### config.mk
export PLATFORM = sky130hd
export DESIGN_NAME = fxp_isqrt
export DESIGN_NICKNAME = d
export VERILOG_FILES = /design/src/rtl/fxp_isqrt_pkg.sv /design/src/rtl/fxp_isqrt_msb.sv /design/src/rtl/fxp_isqrt_rom.sv /design/src/rtl/fxp_isqrt_mul.sv /design/src/rtl/fxp_isqrt.sv
export SDC_FILE = /design/constraint.sdc
export NUM_CORES = 2
export LEC_CHECK = 0
export CAP_MARGIN = 10
export CORE_AREA = 2 2 320 322
export CTS_CLUSTER_DIAMETER = 120
export DETAILED_ROUTE_END_ITERATION = 12
export DIE_AREA = 0 0 322 324
export DONT_BUFFER_PORTS = 1
export PLACE_DENSITY = 0.69
export SLEW_MARGIN = 10
export SYNTH_ARGS = -nofsm -noshare
export SYNTH_HDL_FRONTEND = slang
export SYNTH_SLANG_ARGS = --single-unit
export TNS_END_PERCENT = 1
### constraint.sdc
create_clock -name clk -period 15.8 [get_ports clk]
set_clock_uncertainty 0.1 [all_clocks]
set_input_delay 1.58 -clock clk [delete_from_list [all_inputs] [get_ports clk]]
set_output_delay 1.58 -clock clk [all_outputs]
set_load 0.01 [all_outputs]
### src/rtl/fxp_isqrt_pkg.sv
package fxp_isqrt_pkg;
  localparam int QF     = 28;            // internal fraction bits
  localparam int DW     = 32;            // internal datapath width
  localparam int SEGS   = 4;             // seed segments over [0.5,2)
  localparam int SEG_W  = $clog2(SEGS);

  typedef logic signed [DW-1:0] acc_t;
  typedef struct packed {
    acc_t c2;
    acc_t c1;
    acc_t c0;
  } coef_t;

  localparam real QSCALE = 2.0 ** QF;

  function automatic acc_t to_q(input real v);
    return acc_t'($rtoi(v * QSCALE));
  endfunction

  // p(s) = c0 + c1*s + c2*s^2, second-order expansion about segment centres
  // 0.625, 0.875, 1.25, 1.75
  localparam coef_t SEG_COEF [SEGS] = '{
    '{c2: to_q(1.214315), c1: to_q(-2.529823), c0: to_q(2.371709)},
    '{c2: to_q(0.523614), c1: to_q(-1.527208), c0: to_q(2.004460)},
    '{c2: to_q(0.214663), c1: to_q(-0.894428), c0: to_q(1.677052)},
    '{c2: to_q(0.092563), c1: to_q(-0.539950), c0: to_q(1.417368)}
  };

  localparam acc_t THREE_Q = acc_t'(3) <<< QF;

  typedef enum logic [2:0] {
    S_IDLE, S_NORM, S_SEED, S_ITER, S_DENORM, S_DONE
  } state_t;
endpackage

### src/rtl/fxp_isqrt_msb.sv
module fxp_isqrt_msb #(
  parameter int W  = 16,
  parameter int PW = $clog2(W)
) (
  input  logic [W-1:0]  vec,
  output logic [PW-1:0] pos,
  output logic          none
);
  always_comb begin
    pos = '0;
    for (int i = 0; i < W; i++) begin
      if (vec[i]) pos = PW'(i);
    end
  end
  assign none = (vec == '0);
endmodule

### src/rtl/fxp_isqrt_rom.sv
module fxp_isqrt_rom
  import fxp_isqrt_pkg::*;
(
  input  logic             clk,
  input  logic [SEG_W-1:0] seg,
  output coef_t            coef_q
);
  always_ff @(posedge clk) begin
    coef_q <= SEG_COEF[seg];
  end
endmodule

### src/rtl/fxp_isqrt_mul.sv
module fxp_isqrt_mul
  import fxp_isqrt_pkg::*;
(
  input  logic clk,
  input  acc_t op_a,
  input  acc_t op_b,
  output acc_t prod_q
);
  localparam int PW = 2 * DW;
  logic signed [PW-1:0] full;

  assign full = op_a * op_b;

  always_ff @(posedge clk) begin
    prod_q <= full[QF +: DW];
  end
endmodule

### src/rtl/fxp_isqrt.sv
module fxp_isqrt
  import fxp_isqrt_pkg::*;
#(
  parameter int WORD  = 16,
  parameter int FRAC  = 11,
  parameter int ITERS = 2
) (
  input  logic            clk,
  input  logic            rst,
  input  logic            start,
  input  logic [WORD-1:0] radicand,
  output logic            busy,
  output logic            done,
  output logic [WORD-1:0] result,
  output logic            overflow
);
  localparam int PW  = $clog2(WORD);
  localparam int SHB = QF - FRAC;       // shift from input format to internal
  localparam int SW  = $clog2(DW) + 1;
  localparam int IW  = $clog2(ITERS + 1);

  state_t          state;
  logic [1:0]      stp;
  logic [IW-1:0]   it;
  logic [WORD-1:0] a_q;
  acc_t            as_q, x_q;
  logic [SW-1:0]   dsh_q;
  logic            zero_q;

  // leading one of the captured radicand
  logic [PW-1:0] msb_pos;
  logic          msb_none;
  fxp_isqrt_msb #(.W(WORD), .PW(PW)) u_msb (
    .vec(a_q), .pos(msb_pos), .none(msb_none)
  );

  // even-exponent range reduction
  int            e_v, n_v;
  acc_t          as_nx;
  logic [SW-1:0] dsh_nx;
  always_comb begin
    e_v    = int'(msb_pos) - FRAC;
    n_v    = e_v[0] ? e_v + 1 : e_v;
    as_nx  = acc_t'(a_q) << (SHB - n_v);
    dsh_nx = SW'(SHB + (n_v >>> 1));
  end

  // segment pick from the scaled radicand
  logic [SEG_W-1:0] seg_idx;
  assign seg_idx = as_q[QF] ? {1'b1, as_q[QF-1]} : {1'b0, as_q[QF-2]};

  coef_t coef;
  fxp_isqrt_rom u_rom (.clk(clk), .seg(seg_idx), .coef_q(coef));

  // shared multiplier and its operand steering
  acc_t mul_a, mul_b, mul_p;
  always_comb begin
    mul_a = x_q;
    mul_b = x_q;
    if (state == S_SEED) begin
      if (stp == 2'd1) begin
        mul_a = coef.c2;
        mul_b = as_q;
      end else if (stp == 2'd2) begin
        mul_a = mul_p + coef.c1;
        mul_b = as_q;
      end
    end else if (state == S_ITER) begin
      if (stp == 2'd1) begin
        mul_a = as_q;
        mul_b = mul_p;
      end else if (stp == 2'd2) begin
        mul_a = x_q;
        mul_b = THREE_Q - mul_p;
      end
    end
  end

  fxp_isqrt_mul u_mul (.clk(clk), .op_a(mul_a), .op_b(mul_b), .prod_q(mul_p));

  // denormalise with round-half-up and saturation
  logic [DW:0] rnd_v, shf_v;
  logic        sat;
  assign rnd_v = {1'b0, x_q} + ((DW+1)'(1) << (dsh_q - 1'b1));
  assign shf_v = rnd_v >> dsh_q;
  assign sat   = zero_q || (shf_v > {{(DW+1-WORD){1'b0}}, {WORD{1'b1}}});

  assign busy = (state != S_IDLE);

  always_ff @(posedge clk) begin
    if (rst) begin
      state    <= S_IDLE;
      stp      <= '0;
      it       <= '0;
      a_q      <= '0;
      as_q     <= '0;
      x_q      <= '0;
      dsh_q    <= '0;
      zero_q   <= 1'b0;
      done     <= 1'b0;
      result   <= '0;
      overflow <= 1'b0;
    end else begin
      done <= 1'b0;
      case (state)
        S_IDLE: begin
          if (start) begin
            a_q   <= radicand;
            state <= S_NORM;
          end
        end
        S_NORM: begin
          zero_q <= msb_none;
          as_q   <= as_nx;
          dsh_q  <= dsh_nx;
          stp    <= '0;
          it     <= '0;
          state  <= msb_none ? S_DENORM : S_SEED;
        end
        S_SEED: begin
          stp <= stp + 2'd1;
          if (stp == 2'd3) begin
            x_q   <= mul_p + coef.c0;
            stp   <= '0;
            state <= S_ITER;
          end
        end
        S_ITER: begin
          stp <= stp + 2'd1;
          if (stp == 2'd3) begin
            x_q <= mul_p >>> 1;
            stp <= '0;
            if (it == IW'(ITERS - 1)) state <= S_DENORM;
            else                      it    <= it + 1'b1;
          end
        end
        S_DENORM: begin
          result   <= sat ? '1 : shf_v[WORD-1:0];
          overflow <= sat;
          done     <= 1'b1;
          state    <= S_DONE;
        end
        S_DONE:  state <= S_IDLE;
        default: state <= S_IDLE;
      endcase
    end
  end
endmodule

Word level (Yosys, flattened, before mapping)
Cells that the tools add are included.
Widths: inputs -> output; s select.
{"block": "classes", "addsub": 11, "mul": 1, "div_mod_pow": 0, "n_lt_le_gt_ge": 2, "eq_ne": 13, "n_shift": 3, "muxes": 47, "bitwise_logic": 1, "reduce_logical": 12}
{"cell": "$mux 32", "count": 14}
{"cell": "$bmux 96 s2", "count": 1}
{"cell": "$mux 96", "count": 2}
{"cell": "$add 32x32->32", "count": 2}
{"cell": "$pmux 32 s2", "count": 1}
{"cell": "$mul 32x32->60", "count": 1}
{"cell": "$add 32x33->33", "count": 1}
{"cell": "$gt 33x16->1 const B", "count": 1}
{"cell": "$shl 1x6->33 const A", "count": 1}
{"cell": "$shr 33x6->33", "count": 1}
{"cell": "$mux 4", "count": 8}
{"cell": "$shl 16x32->32", "count": 1}
{"cell": "$sub 31x32->32 const A", "count": 1}
{"cell": "$sub 6x32->32 const A", "count": 1}
{"cell": "$mux 3", "count": 9}
{"cell": "$logic_not 16->1", "count": 1}
{"cell": "$mux 16", "count": 1}
{"cell": "$pmux 3 s5", "count": 1}
{"cell": "$mux 2", "count": 6}
{"cell": "$pmux 2 s2", "count": 2}
{"cell": "$add 5x2->6 const B", "count": 1}
{"cell": "$add 6x6->6 const A", "count": 1}
{"cell": "$eq 3x2->1 const B", "count": 2}
{"cell": "$ne 2x1->1 const B", "count": 3}
{"cell": "19 further kinds", "count": 27}
{"block": "totals", "register_bits": 240, "latch_bits": 0, "ramBits": 0, "romBits": 0, "input_bits": 19, "output_inout_bits": 19, "wordCells": 105, "mem_count": 0}

Depth between registers and ports, before layout
{"block": "depth", "word_depth": 20, "mapped_depth": 45}

Modules after synthesis
From an unflattened synthesis, not the netlist that was laid out.
{"block": "unflattened", "cells_unflattened": 6018, "area_unflattened_um2": 51556.9}
{"mod": "fxp_isqrt_mul", "instances": 1, "cells_each": 3654, "area_each_um2": 34737.1, "seq_area_each_um2": 640.6}
{"mod": "fxp_isqrt", "instances": 1, "cells_each": 2221, "area_each_um2": 15635.0, "seq_area_each_um2": 2222.1}
{"mod": "fxp_isqrt_rom", "instances": 1, "cells_each": 114, "area_each_um2": 1023.5, "seq_area_each_um2": 260.2}
{"mod": "fxp_isqrt_msb", "instances": 1, "cells_each": 29, "area_each_um2": 161.4, "seq_area_each_um2": 0.0}

Worst setup path before layout
No wires, ideal clock.
{"block": "synth_timing", "path_type": "reg-to-reg", "from": "register u_rom.coef_q[14] (netlist name)", "to": "register u_mul.prod_q[29]", "setup_ps": 106, "arrival_time_ps": 10736, "required_time_ps": 15594, "slack_ps": 4858, "stages_incl_launch_ff": 41, "cell_sequence": "dfxtp_1 ha_1 inv_1 fa_1 nor2b_1 o31a_1 o21a_1 o311ai_1 o2111ai_1 a311o_1 o2111ai_1 or4b_2 a31oi_1 clkbuf_1 clkbuf_1 nor2_1 fa_1 inv_1 [... 5 more ...] inv_1 fa_1 fa_1 fa_1 fa_1 ha_1 and3_1 nand3_1 nor3_1 or4_1 a31oi_1 o21ai_0 o2111ai_1 nand2_1 o21bai_1 a21boi_0 or4b_2 o311ai_0"}
{"item": "end signal, assigned", "line_no": "fxp_isqrt_mul.sv:15", "source": "prod_q <= full[QF +: DW];"}
{"item": "end, declared", "line_no": "fxp_isqrt_mul.sv:7", "source": "output acc_t prod_q"}

Worst setup path after layout
{"block": "layout_timing", "from": "register u_mul.prod_q[1]", "to": "register u_mul.prod_q[29]"}
{"block": "layout_via", "elab_chain_cells": 6, "elab_cells_between_ends": 10, "cone_classes": "add/sub: 2; mul: 1; mux: 7"}
{"item": "$sub 31x32->32", "line_no": "fxp_isqrt.sv:74", "source": "mul_b = THREE_Q - mul_p;"}
{"item": "$mux 32", "line_no": "fxp_isqrt.sv:72", "source": "end else if (stp == 2'd2) begin"}
{"item": "$mux 32", "line_no": "fxp_isqrt.sv:69", "source": "if (stp == 2'd1) begin"}
{"item": "$mux 32", "line_no": "fxp_isqrt.sv:68", "source": "end else if (state == S_ITER) begin"}
{"item": "$mux 32", "line_no": "fxp_isqrt.sv:60", "source": "if (state == S_SEED) begin"}
{"item": "$mul 32x32->60 *", "line_no": "fxp_isqrt_mul.sv:12", "source": "assign full = op_a * op_b;"}
{"item": "via u_mul.full[57]", "line_no": "fxp_isqrt_mul.sv:10", "source": "logic signed [PW-1:0] full;"}
Mark *: on every way through the listed nets, which the timed path passes. The rest lies on a longest branch.
A chain may end at the register's enable or synchronous reset.

==> flow_summary.yaml <==
critical_path:
  endpoint_kind: "flop"
  critical_path_class: "flop to flop"
  cp-start-kind: "flop"
  cp.arrival_ns: 12.98
  cp_max_fo: 21
  crit_top_cell: "fa_1"
  required_ns: 16.09
  crit_slowest_cell: "nor3b_1"
  slowest_delay_ns: 0.81
place:
  dp.cells: 7107
  gp_congestion: 1.05
  preCtsSetupSlack_ns: 3.48
  dp_hpwl_um: 137000
  place_area_um2: 51600
  io_buffers: 0
drt:
  drt_wl_total_um: 177000
  postRouteAntennaNets: 0
  drt_first_pass_iters: 7
  drc_errors: 0
  post_drt_wl_per_cell_um: 24.8
  drt-vias-per-instance: 6.14
  drt-initial-drc-count: 4660
  vias: 43900
logic_synthesis:
  synthCells: 6021
  ys_seq_elements: 156
  async_flop_share_pct: 0
  ys_warn_count: 0
  synth_seq_area_share_pct: 6.24
  synth_fp_nets: 7354
  synth_edf_count: 0
  syn-mean-instance-area_um2: 8.31
  synth_flop_cell: "dfxtp_1"
  ys_types: 107
  syn_area_um2: 50000
cts:
  clkTransAtPathRegs_ns: 0.08
  clkLatencyLatePin_ns: 0.51
  numCtsBuffers: 17
  htreeDepth: 4
  root_buffer: "clkbuf_16"
  post_cts_buffers: 0
  hold_buffers: 0
  cts_sinks: 156
  cts_resized: 0
  cts_tree: "done"
  clk_path_buf_depth: 2
timing:
  holdWs_ns: 0.379
  period_minus_slack_ns: 12.70
  relSlewSlack_pct: 9.43
  worst_slack_ns: 3.10
  setup_viol: 0
  rsz0062_at_grt: "no"
  tightest_slew_ns: 1.36
  post-route-period-util_pct: 80.4
  fmax_mhz: 78.8
  fin_tns_setup_ns: 0
  slew_viol_final: 0
  report.final.hold_viol_count: 0
finish:
  drive_gt1_share_pct: 4.94
  n_fill_cell: 9553
  final-seq-area_um2: 3120
  utilization_pct: 51.8
  final_common_cell: "inv_1"
  final_area_um2: 52300
  multi_input_area_um2: 41900
  fin_cells: 7143
  layout.nets: 7150
  syn_to_final_growth_pct: 4.53
  layout_common_cells: "inv_1 (1079), fa_1 (1039), nand2_1 (785)"
power:
  sw_frac_of_total_pct: 59.8
  power_mw: 3.56
  p_leak_nw: 23.6
  pwr-share-comb_pct: 73.2
  vdd_drop_max_v: 0.000354
  power_density_nw_per_um2: 68.2
  clockPowerShare_pct: 12.9
  p_int_mw: 1.43
  power_switching_mw: 2.13
  power_frac_seq_pct: 14.0
grt:
  grt_pass1_wl_um: 271000
  grt_pass1_vias: 44600
  grt_max_degree: 88
  overflow: 0
  antenna_found_initial: 6
  grt_usage_pct: 34.7
floorplanning:
  fp-row-count: 117
  core-area_um2: 101000
  die_w_um: 322
  fp.dieH_um: 324
  floorplan.initialDensity_pct: 49.5
  die-area_um2: 104000
  pin_count: 38
status:
  status: "finished, final reports clean"
flow_run:
  maxCapViolCount: 0
hold_path:
  hold_path_class: "flop to flop"
[worst max-delay path, delay by kind of cell (launching register included)]
family	cells	cell delay [ns]
buf+inv	3	0.72
mux	1	0.13
compound gates	10	2.51
flops	1	0.40
fa+ha+maj	10	4.53
simple gates	10	4.13
[cells in the mapped netlist (36+ instances only)]
library cell,number,area share [%]
clkbuf_1,305,2.3
nor3_1,74,0.74
and2_1,40,0.50
mux2i_1,57,1.1
inv_1,1079,8.1
nand2b_1,47,0.59
dfxtp_1,156,6.2
a211oi_1,54,0.81
ha_1,275,6.9
nand3_1,66,0.66
nand2_1,785,5.9
fa_1,1039,42
a21oi_1,237,2.4
o211ai_1,36,0.54
nor2_1,757,5.7
xnor2_1,86,1.5
xor2_1,36,0.63
o21ai_0,137,1.4
a21o_1,58,0.87
nor2b_1,45,0.56
[sequential cells by signal, summed over array words and instances, names as in the netlist]
| signal | flops |
|---|---|
| a_q | 16 |
| as_q | 31 |
| done | 1 |
| dsh_q | 6 |
| it | 2 |
| overflow | 1 |
| result | 16 |
| state | 3 |
| stp | 2 |
| u_mul.prod_q | 32 |
| u_rom.coef_q | 13 |
| x_q | 32 |
| zero_q | 1 |
[layout make-up]
class                   instances  area share [%]
clock buffers                  18           0.821
clock inverters                14           0.385
flip-flops and latches        156            5.98
diodes                          4          0.0191
well taps                    1309            3.13
repair buffers                122            1.75
multi-input cells            4436            80.1
inverters                    1084            7.78
[power by group through the flow]
stage | sequential (mW) | clock [mW] | combinational, mW
global placement | 0.502 | 0 | 2.48
floorplan | 0.464 | 0 | 1.78
global route | 0.500 | 0.476 | 2.78
CTS | 0.494 | 0.459 | 2.52
detailed placement | 0.503 | 0 | 2.50
finish | 0.498 | 0.459 | 2.61
[worst paths after layout]
check / startpoint / to / slack [ns] / cells past startpoint
worst min register to register: dsh_q[5]$_SDFFE_PP0P_ / dsh_q[5]$_SDFFE_PP0P_ / 0.38 / 1
worst max-delay path: u_mul.prod_q[1]$_DFF_P_ / u_mul.prod_q[29]$_DFF_P_ / 3.10 / 34
worst min-delay path: dsh_q[5]$_SDFFE_PP0P_ / dsh_q[5]$_SDFFE_PP0P_ / 0.38 / 1
worst max register to register: u_mul.prod_q[1]$_DFF_P_ / u_mul.prod_q[29]$_DFF_P_ / 3.10 / 34
[routing by layer]
metal / routed length [µm] / GRT usage, % / vias up / part of all wire (%)
li1: - / - / 18700 / -
met1: 67200 / 45.1 / 22000 / 38
met2: 76600 / 52.7 / 2567 / 43
met3: 21300 / 9.54 / 610 / 12
met4: 11800 / 18.9 / 6 / 6.7
met5: 40 / 0.0463 / - / 0.023
[logic make-up (layout without fill, tap and decap cells)]
family	count (synthesis)	in the layout	synth area share, %
AND/OR/NAND/NOR	1948	1948	16.5
XOR/XNOR	127	127	2.35
multiplexers	83	83	2.03
AO/OA/AOI/OAI	964	964	13.6
adder cells (fa/ha/maj)	1314	1314	48.5
flip-flops	156	156	6.24
buffers and inverters	1429	1238	10.8
other	0	4	0
(Power assumes the default switching activity.)
